## src/rtl/rd_port.sv

```systemverilog
module rd_port #(
  parameter int                CNT_W   = 16,
  parameter int                DATA_W  = 8,
  parameter int                ADDR_W  = 8,
  parameter logic [ADDR_W-1:0] LO_ADDR = 8'h10
) (
  input  logic              clk,
  input  logic              rst,
  input  logic              rd_en,
  input  logic [ADDR_W-1:0] rd_addr,
  input  logic [CNT_W-1:0]  cnt,
  output logic              lo_rd,
  output logic [DATA_W-1:0] rd_data
);
  localparam int NB   = CNT_W / DATA_W;
  localparam int SH_W = CNT_W - DATA_W;

  logic [NB-1:0]     hit;
  logic [DATA_W-1:0] byte_val [NB];
  logic [SH_W-1:0]   shadow;
  logic [DATA_W-1:0] nxt_data;

  for (genvar k = 0; k < NB; k++) begin : g_byte
    localparam logic [ADDR_W-1:0] BA = LO_ADDR + ADDR_W'(k);
    assign hit[k] = rd_en && (rd_addr == BA);
    if (k == 0) begin : g_live
      assign byte_val[k] = cnt[DATA_W-1:0];
    end else begin : g_held
      assign byte_val[k] = shadow[(k-1)*DATA_W +: DATA_W];
    end
  end

  assign lo_rd = hit[0];

  always_comb begin
    nxt_data = '0;
    for (int k = 0; k < NB; k++)
      if (hit[k]) nxt_data = byte_val[k];
  end

  always_ff @(posedge clk) begin
    if (rst) begin
      shadow  <= '0;
      rd_data <= '0;
    end else begin
      rd_data <= nxt_data;
      if (lo_rd) shadow <= cnt[CNT_W-1:DATA_W];
    end
  end

  a_r7_shadow_stable: assert property (@(posedge clk) disable iff (rst)
    !lo_rd |=> $stable(shadow));
  a_r7_hi_returns_shadow: assert property (@(posedge clk) disable iff (rst)
    hit[1] |=> rd_data == $past(shadow[DATA_W-1:0]));
  a_r8_unmapped_zero: assert property (@(posedge clk) disable iff (rst)
    (rd_en && hit == '0) |=> rd_data == '0);
endmodule

```

## config.mk

```make
export PLATFORM = sky130hd
export DESIGN_NAME = rd_port
export DESIGN_NICKNAME = d
export VERILOG_FILES = /design/src/rtl/rd_port.sv
export SDC_FILE = /design/constraint.sdc
export NUM_CORES = 1
export LEC_CHECK = 0
export ABC_CLOCK_PERIOD_IN_PS = 1300
export BUFFER_PORTS_ARGS = -buffer_cell sky130_fd_sc_hd__buf_2
export CAP_MARGIN = 20
export CORE_ASPECT_RATIO = 0.6
export CORE_UTILIZATION = 23
export DETAILED_ROUTE_END_ITERATION = 16
export SYNTH_ARGS = -nofsm -noshare
export SYNTH_HDL_FRONTEND = slang
export SYNTH_SLANG_ARGS = --single-unit
```

## constraint.sdc

```tcl
create_clock -name clk -period 1.3 [get_ports clk]
set_clock_uncertainty 0.2 [all_clocks]
set_input_delay 0.065 -clock clk [delete_from_list [all_inputs] [get_ports clk]]
set_output_delay 0.065 -clock clk [all_outputs]
set_load 0.02 [all_outputs]
```

==> metrics.txt, run 1 <==
final std cells w/o fill approximately 160; post-route setup slack 0.04942 ns; drt pass-1 iters 2; Routed WL 1.692 mm; Synth cell types 10; post-detail-place hpwl approximately 1.3 mm; design area 1174 um2; fin crit share ~96%; placed cells roughly 140; routability-driven placement congestion ratio ~0.67; Worst IR Drop VDD about 0.45 mV; most frequent cells in the layout 34 x buf_2, 16 x mux2i_1, 16 x nand2b_1, 16 x dlygate4sd3_1, 16 x dfxtp_1; Antenna diodes 0; placed cell areas just over 900 um2; Hold Path Origin rst; Worst-Margin Slew 0.2054 ns; Yosys reg bits 16; largest net degree at the start of global routing 18; delay of the slowest cell on the worst path ~0.28 ns; GR peak layer met2; CTS max path bufs 2; Core Region 2645 um2; clk slew on worst S/H paths 0.06 ns; height of the die 44.02 um; Crit-path slowest cell and4b_1; die width between 70 and 80 um; row cnt 14; Pint roughly 840 uW; Comb pwr share 11.9%; RSZ-0062 raised after global routing false; Wirelength per Cell 10.38 um; share of cells above drive strength 1 about two fifths; Sequential Power Share a little under half; TritonCTS clock tree yes; Net Sw Frac approximately a fifth; vias in the first global route ~600; post-synth net total between 90 and 100; met2 GRT Util 17.92%; vias per inst slightly below 4; Seq/Total Area, Yosys between 40% and 50%; gr usage total roughly an eighth; Layout Nets between 150 and 200; PortBufs 35; H-tree depth 1; Syn Inst Count between 60 and 70; mean area per synthesized cell 10.58 um2; startpoint types primary input; Cell Area, Synth just under 700 um2; most common cell after layout, fill and taps aside buf_2; Leakage Power 0.5245 nW; clk root buf clkbuf_8; global-route wire length before repair 2.615 mm; DP Worst Slack -0.1131 ns; IO Count 36; Worst Setup SP rd_addr[7]; antenna violations before repair 0; WP buf/inv 3; Clk pwr share between 40% and 50%; Worst path top cell family by delay simple AND/OR/NAND/NOR gates; Pwr Density approximately 900 nW/um2; switching power between 200 and 250 uW; crit end category output pin; Initial Utilization roughly 26%; Slew Viols, Final 0; drc violations 0; M1 GR Usage 13.80%; Peak Freq roughly 0.80 GHz; clock tree sinks 16; crit-path max FO 6; worst reg2reg path startpoint shadow[0]; vias approximately 650; Critical Path RT between 1 and 1.5 ns; die area 3171 um2; outcome completed; post-route ant nets 0; Max-Cap Viols 0; Hold/Removal Path Class primary input to register; Yosys warning total 0; TritonCTS buffer count 3; Slew headroom between 80% and 90%; Tmin final 1.251 ns; Syn-to-layout area delta 73.38%; Congestion Overflow GR 0; critical path class primary input to output pin; Arr. time, crit path around 0.99 ns; clock latency on the worst-skew pair 0.25 ns; final setup fails 0; worst path cell trace buf_2 > nor4_4 > and4b_1 > buf_12 > buf_4; starting DRC count in detailed routing 20; Hold Fails Final Rpt 0; GRT met3 Usage 5.923%
[final timing paths]
check / end / slack [ns] / cells after the start
setup / recovery: lo_rd / 0.05 / 5
hold / removal: shadow[6] / 0.05 / 3
setup reg to reg: rd_data[0] / 0.48 / 2
hold reg to reg: shadow[6] / 0.29 / 2
[worst register-to-register path, delay by kind of cell, from the launching register on]
kind / cells / cell delay, ns
and+or+nand+nor: 1 / 0.06
DFF: 1 / 0.33
muxes: 1 / 0.13
[stage by stage]
stage	utilization (%)	power (mW)	hold WS, ns	setup TNS, ns
after floorplan	-	0.5416	0.008943	0
after global placement	34.44	0.5852	0.1098	-0.2745
after detailed placement	34.44	0.5871	0.1050	-0.8038
after CTS	43.24	1.072	0.04418	0
after global routing	44.37	1.096	0.07797	0
final	44.37	1.054	0.05052	0
[cell usage after synthesis, drive strengths merged]
master | count | share of area [%]
nor4 | 1 | 0.92
dfxtp | 16 | 47
clkbuf | 1 | 0.55
nand4b | 1 | 1.3
buf | 2 | 3.3
and4b | 1 | 1.5
nor3b | 2 | 2.2
nor2 | 8 | 4.4
mux2i | 16 | 24
nand2b | 16 | 15
[flip-flops by register name (all words and copies together) (netlist names)]
name / flops
shadow: 8
rd_data: 8
[logic make-up after synthesis]
group | count (synthesis) | share of synthesized area [%]
buffers and inverters | 3 | 3.881
DFF | 16 | 47.32
muxes | 16 | 23.66
and+or+nand+nor | 29 | 25.14
[power by group through the flow]
| stage | registers, mW | clock network [mW] | logic [mW] |
|---|---|---|---|
| after floorplan | 0.502 | 0 | 0.0397 |
| after global placement | 0.502 | 0 | 0.0834 |
| after detailed placement | 0.502 | 0 | 0.0853 |
| after CTS | 0.491 | 0.455 | 0.126 |
| after global routing | 0.491 | 0.467 | 0.139 |
| final | 0.491 | 0.438 | 0.125 |
[routing by layer]
| layer | vias to the layer above | share of wire, % |
|---|---|---|
| met2 | 25 | 42 |
| met3 | 7 | 7.6 |
| met5 | - | 0 |
| met1 | 283 | 48 |
| li1 | 331 | - |
| met4 | 0 | 2.1 |
[timing repair]
item,in CTS,in global routing
setup buffers,0,4
hold buffers,16,0
endpoints found under the setup margin,1,1
pin swaps,1,1
endpoints found under the hold margin,16,0
resized for setup,3,0
[layout make-up]
cell class                      instances  area [um2]
Fill cell                             257        1471
Timing Repair Buffer                   58       402.9
Multi-Input combinational cell         45       345.3
Tap cell                               40       50.05
Sequential cell                        16       320.3
Clock buffer                            4       55.05
(Power assumes the default switching activity.)
==> inputs of run 2 (changes only) <==
--- a/config.mk
+++ b/config.mk
@@ -11,6 +11,7 @@
 export CORE_ASPECT_RATIO = 0.6
 export CORE_UTILIZATION = 23
 export DETAILED_ROUTE_END_ITERATION = 16
+export SETUP_SLACK_MARGIN = 0.15
 export SYNTH_ARGS = -nofsm -noshare
 export SYNTH_HDL_FRONTEND = slang
 export SYNTH_SLANG_ARGS = --single-unit
==> run 2 against run 1 <==
  * Wire length decreased by 1.1%
  * Sequential power about the same
  * Setup slack improved by 0.061 ns
  * Via count decreased by 2.6%
  * Maximum frequency increased by 5.1%
  * Total power decreased by 6.6%
  * Register-to-register slack got worse by 0.03 ns
  * Hold slack improved by 0.0057 ns
  * Die area unchanged
  * Critical path type unchanged
  * Critical endpoint unchanged
  * Highest routed layer unchanged
==> metrics.txt, run 2 (same netlist as run 1, synthesis figures left out) <==
TritonCTS buffer count 3; Final Core Density a little under half; Antenna diodes 0; vias in the first global route ~600; Hold Fails Final Rpt 0; final std cells w/o fill 163; largest registers rd_data x8, shadow x8; starting DRC count in detailed routing 15; gr usage total a little under an eighth; startpoint types primary input; design area approximately 1200 um2; die area between 3000 and 4000 um2; CTS max path bufs 2; Worst-Margin Slew approximately 0.21 ns; outcome completed; crit end category output pin; Tmin final 1.190 ns; row cnt 14; most frequent cells in the layout 32 x buf_2, 17 x dlygate4sd3_1, 16 x mux2i_1, 16 x nand2b_1, 16 x dfxtp_1; IO Count 36; placed cell areas roughly 940 um2; clock latency on the worst-skew pair roughly 0.25 ns; critical path class primary input to output pin; antenna violations before repair 0; fin crit share between 90% and 100%; clock tree sinks 16; placed cells 140; Worst path top cell family by delay simple AND/OR/NAND/NOR gates; Hold WS 0.05618 ns; drt pass-1 iters 3; Pint about 800 uW; Hold/Removal Path Class primary input to register; Comb pwr share 13.8%; vias 629; global-route wire length before repair roughly 2.7 mm; Slew Viols, Final 0; PortBufs 35; fillcell total 263; Net Sw Frac just under 20%; Routed WL between 1.5 and 2 mm; vias per inst between 3 and 4; die width approximately 70 um; Initial Utilization ~26%; final setup fails 0; Sequential Power Share roughly half; Wirelength per Cell just over 10 um; delay of the slowest cell on the worst path about 0.27 ns; Arr. time, crit path just over 0.9 ns; post-detail-place hpwl 1.254 mm; Crit-path slowest cell nor4_4; crit-path max FO 3; worst path cell trace buf_6 > nor4_4 > and4b_1 > buf_12 > buf_8; H-tree depth 1; Clk pwr share a little over a third; share of cells above drive strength 1 a little under two fifths; drc violations 0; Core Region roughly 2600 um2; Leakage Power 0.5292 nW; Peak Freq ~0.84 GHz; Syn-to-layout area delta 77.08%; RSZ-0062 raised after global routing true; setup TNS 0 ns; clk slew on worst S/H paths around 0.050 ns; Pwr Density 821.7 nW/um2; TritonCTS clock tree yes; switching power 195.4 uW; height of the die between 40 and 50 um; Slew headroom a little under nine tenths; Max-Cap Viols 0; WP buf/inv 3; Worst IR Drop VDD between 0.3 and 0.4 mV; post-route ant nets 0; Critical Path RT about 1.0 ns; Congestion Overflow GR 0; Layout Nets between 150 and 200; largest net degree at the start of global routing 15; clk root buf clkbuf_8; routability-driven placement congestion ratio 0.6853; most common cell after layout, fill and taps aside buf_2
[run 2: cell types whose count changed in the layout (fill, tap and decap cells not counted), sizes merged]
cell	change
clkbuf	-1
dlygate4sd3	+1
[run 2: power by group through the flow]
stage | Clock [mW] | Sequential, mW | Combinational [mW]
after floorplan | 0 | 0.502 | 0.0430
after global placement | 0 | 0.502 | 0.0913
after detailed placement | 0 | 0.502 | 0.0935
after CTS | 0.365 | 0.491 | 0.137
after global routing | 0.387 | 0.491 | 0.148
final | 0.358 | 0.491 | 0.136
[run 2: path summary, 6_finish.rpt]
kind	from	endpoint	slack (ns)	cells past startpoint
worst max-delay path	rd_addr[6]	lo_rd	0.11	5
worst min-delay path	rd_addr[5]	rd_data[6]	0.06	4
worst max register to register	shadow[0]	shadow[0]	0.45	2
worst min register to register	shadow[5]	shadow[5]	0.28	2
[run 2: per-stage QoR]
stage	total power, mW	setup slack (ns)
after floorplan	0.5449	0.1486
after detailed placement	0.5953	-0.07552
after global placement	0.5931	0.003177
after CTS	0.9937	0.1012
final	0.9849	0.1105
after global routing	1.027	0.06408
[run 2: cell type report]
cell class | instances | area [um2] | area share [%]
clock buffer | 3 | 41.29 | 3.445
timing repair buffer | 59 | 436.7 | 36.43
multi-input combinational | 45 | 350.3 | 29.23
sequential | 16 | 320.3 | 26.72
tap | 40 | 50.05 | 4.175
[run 2: metal layers]
| layer | part of all wire (%) | wire length (um) | vias to the layer above | track usage [%] |
|---|---|---|---|---|
| met4 | 1.9 | 31 | 0 | 3.137 |
| met1 | 48 | 806 | 269 | 15.19 |
| li1 | - | - | 336 | - |
| met5 | 0 | 0 | - | 0 |
| met2 | 43 | 723 | 20 | 17.17 |
| met3 | 6.6 | 111 | 4 | 6.150 |
[run 2: tightest hold or removal path, cell delays in order]
cell      delay (ns)
buf_2           0.08
nand4b_1        0.11
buf_4           0.15
nor2_1          0.05
[run 2: what timing repair did]
action / in CTS / in global routing
resized for setup: 5 / 1
hold buffers: 17 / 0
setup endpoints to repair: 1 / 9
pin swaps: 2 / 2
setup buffers: 3 / 0
endpoints found under the hold margin: 16 / 0
gates cloned: 0 / 0
==> inputs of run 3 (changes only) <==
--- a/config.mk
+++ b/config.mk
@@ -8,9 +8,9 @@
 export ABC_CLOCK_PERIOD_IN_PS = 1300
 export BUFFER_PORTS_ARGS = -buffer_cell sky130_fd_sc_hd__buf_2
 export CAP_MARGIN = 20
-export CORE_ASPECT_RATIO = 0.6
-export CORE_UTILIZATION = 23
+export CORE_UTILIZATION = 42
 export DETAILED_ROUTE_END_ITERATION = 16
+export PLACE_DENSITY = 0.76
 export SETUP_SLACK_MARGIN = 0.15
 export SYNTH_ARGS = -nofsm -noshare
 export SYNTH_HDL_FRONTEND = slang
==> run 3 against run 2 <==
  * Critical path type unchanged
  * Total power down 1.3%
  * Sequential cell count unchanged
  * Sequential power about the same
  * Maximum frequency about the same
  * Via count up 6.7%
==> metrics.txt, run 3 (same netlist as run 1, synthesis figures left out) <==
outcome completed; Clk pwr share between 30 and 40%; Layout Nets approximately 150; Worst path depth 5; die width between 40 and 50 um; post-route setup slack around 0.11 ns; R2R setup slack around 0.40 ns; vias around 670; Worst Setup SP rd_addr[6]; Tmin final between 1 and 1.5 ns; crit-path max FO 2; Initial Utilization around 45%; Critical Path RT 1.03 ns; drt pass-1 iters 4; Wirelength per Cell between 10 and 15 um; RSZ-0062 raised after global routing true; clk slew on worst S/H paths about 0.10 ns; Worst IR Drop VDD between 0.4 and 0.5 mV; antenna violations before repair 0; largest registers rd_data x8, shadow x8; startpoint types primary input; Comb pwr share approximately 15%; hold depth 4; row cnt 14; global-route wire length before repair between 2 and 3 mm; most common cell after layout, fill and taps aside buf_2; Hold Fails Final Rpt 0; Leakage Power about 0.54 nW; reg2reg path depth 2; starting DRC count in detailed routing 11; Sequential Power Share between 50 and 60%; CTS max path bufs 2; Overall Power 972.3 uW; worst setup path end lo_rd; worst path cell trace buf_6 > nor4_4 > and4b_1 > buf_12 > buf_8; Max-Cap Viols 0; routability-driven placement congestion ratio 0.7066; RR Endpoint rd_data[3]; clk root buf clkbuf_4; PortBufs 35; most frequent cells in the layout 32 x buf_2, 17 x dlygate4sd3_1, 16 x mux2i_1, 16 x nand2b_1, 16 x dfxtp_1; height of the die between 40 and 50 um; Pint about 760 uW; die area about 1800 um2; crit end category output pin; Antenna diodes 0; Pwr Density just over 800 nW/um2; H-tree depth 1; vias per inst roughly 4.8; delay of the slowest cell on the worst path 0.28 ns; TritonCTS clock tree yes; share of cells above drive strength 1 between 30% and 40%; final setup fails 0; placed cell areas just over 900 um2; design area between 1000 and 1500 um2; Arr. time, crit path roughly 0.92 ns; clock tree sinks 16; IO Count 36; Slew Viols, Final 0; placed cells about 120; Crit-path slowest cell nor4_4; DP Worst Slack -0.03699 ns; vias in the first global route about 600; largest net degree at the start of global routing 17; final std cells w/o fill 140; switching power between 200 and 250 uW; Congestion Overflow GR 0; Hold WS 0.03095 ns; Net Sw Frac between 20 and 25%; Syn-to-layout area delta 74.31%; critical path class primary input to output pin; drc violations 0; clock latency on the worst-skew pair 0.29 ns; fin crit share ~92%; WP buf/inv 3; Hold/Removal Path Class primary input to register; post-route ant nets 0; Peak Freq ~0.84 GHz; Worst path top cell family by delay simple AND/OR/NAND/NOR gates; Routed WL between 1.5 and 2 mm; Slew headroom approximately 83%; TritonCTS buffer count 3; Core Region 1506 um2; Worst-Margin Slew 0.2461 ns; gr usage total about a fifth; worst reg2reg path startpoint shadow[3]; post-detail-place hpwl about 1.0 mm
run 3: layout make-up:
class                      count  area [um2]
timing repair buffer          59       445.4
multi-input combinational     45       357.8
fill                          98       326.6
sequential                    16       320.3
clock buffer                   4       36.28
tap                           16       20.02
run 3: stage by stage:
stage | setup TNS [ns] | utilization, %
detailed placement | -0.3012 | 60.30
global route | 0 | 78.32
floorplan | 0 | -
global placement | 0 | 60.30
CTS | 0 | 76.66
finish | 0 | 78.32
run 3: how the worst min path moves through the flow:
stage / from / endpoint / slack, ns
final: rst / shadow[7] / 0.03
after floorplan: cnt[0] / rd_data[0] / 0.009
after CTS: rd_addr[2] / rd_data[4] / -0.003
after global placement: cnt[3] / rd_data[3] / 0.10
after global routing: rst / shadow[1] / 0.06
after detailed placement: cnt[5] / rd_data[5] / 0.11
run 3: layer usage:
layer	global-route usage (%)	vias up	wire, um
met5	0	-	0
met4	11.25	0	59
met3	2.586	7	51
met2	31.25	18	913
met1	25.54	314	807
li1	-	332	-
run 3: tightest hold or removal path: stages:
cell	delay [ns]
buf_2	0.09
buf_4	0.16
nand2b_1	0.11
mux2i_1	0.05
run 3: power by group through the flow:
| stage | clock network [mW] | logic, mW | registers (mW) |
|---|---|---|---|
| floorplan | 0 | 0.0430 | 0.502 |
| global placement | 0 | 0.0896 | 0.502 |
| detailed placement | 0 | 0.0910 | 0.502 |
| CTS | 0.336 | 0.136 | 0.490 |
| global route | 0.355 | 0.155 | 0.491 |
| finish | 0.336 | 0.145 | 0.490 |
run 3: timing repair:
| item | 4_1_cts | 5_1_grt |
|---|---|---|
| hold buffers | 18 | 0 |
| endpoints found under the hold margin | 16 | 0 |
| gates resized for setup | 5 | 5 |
| endpoints found under the setup margin | 1 | 15 |
| pin swaps | 2 | 2 |
| setup buffers | 1 | 1 |
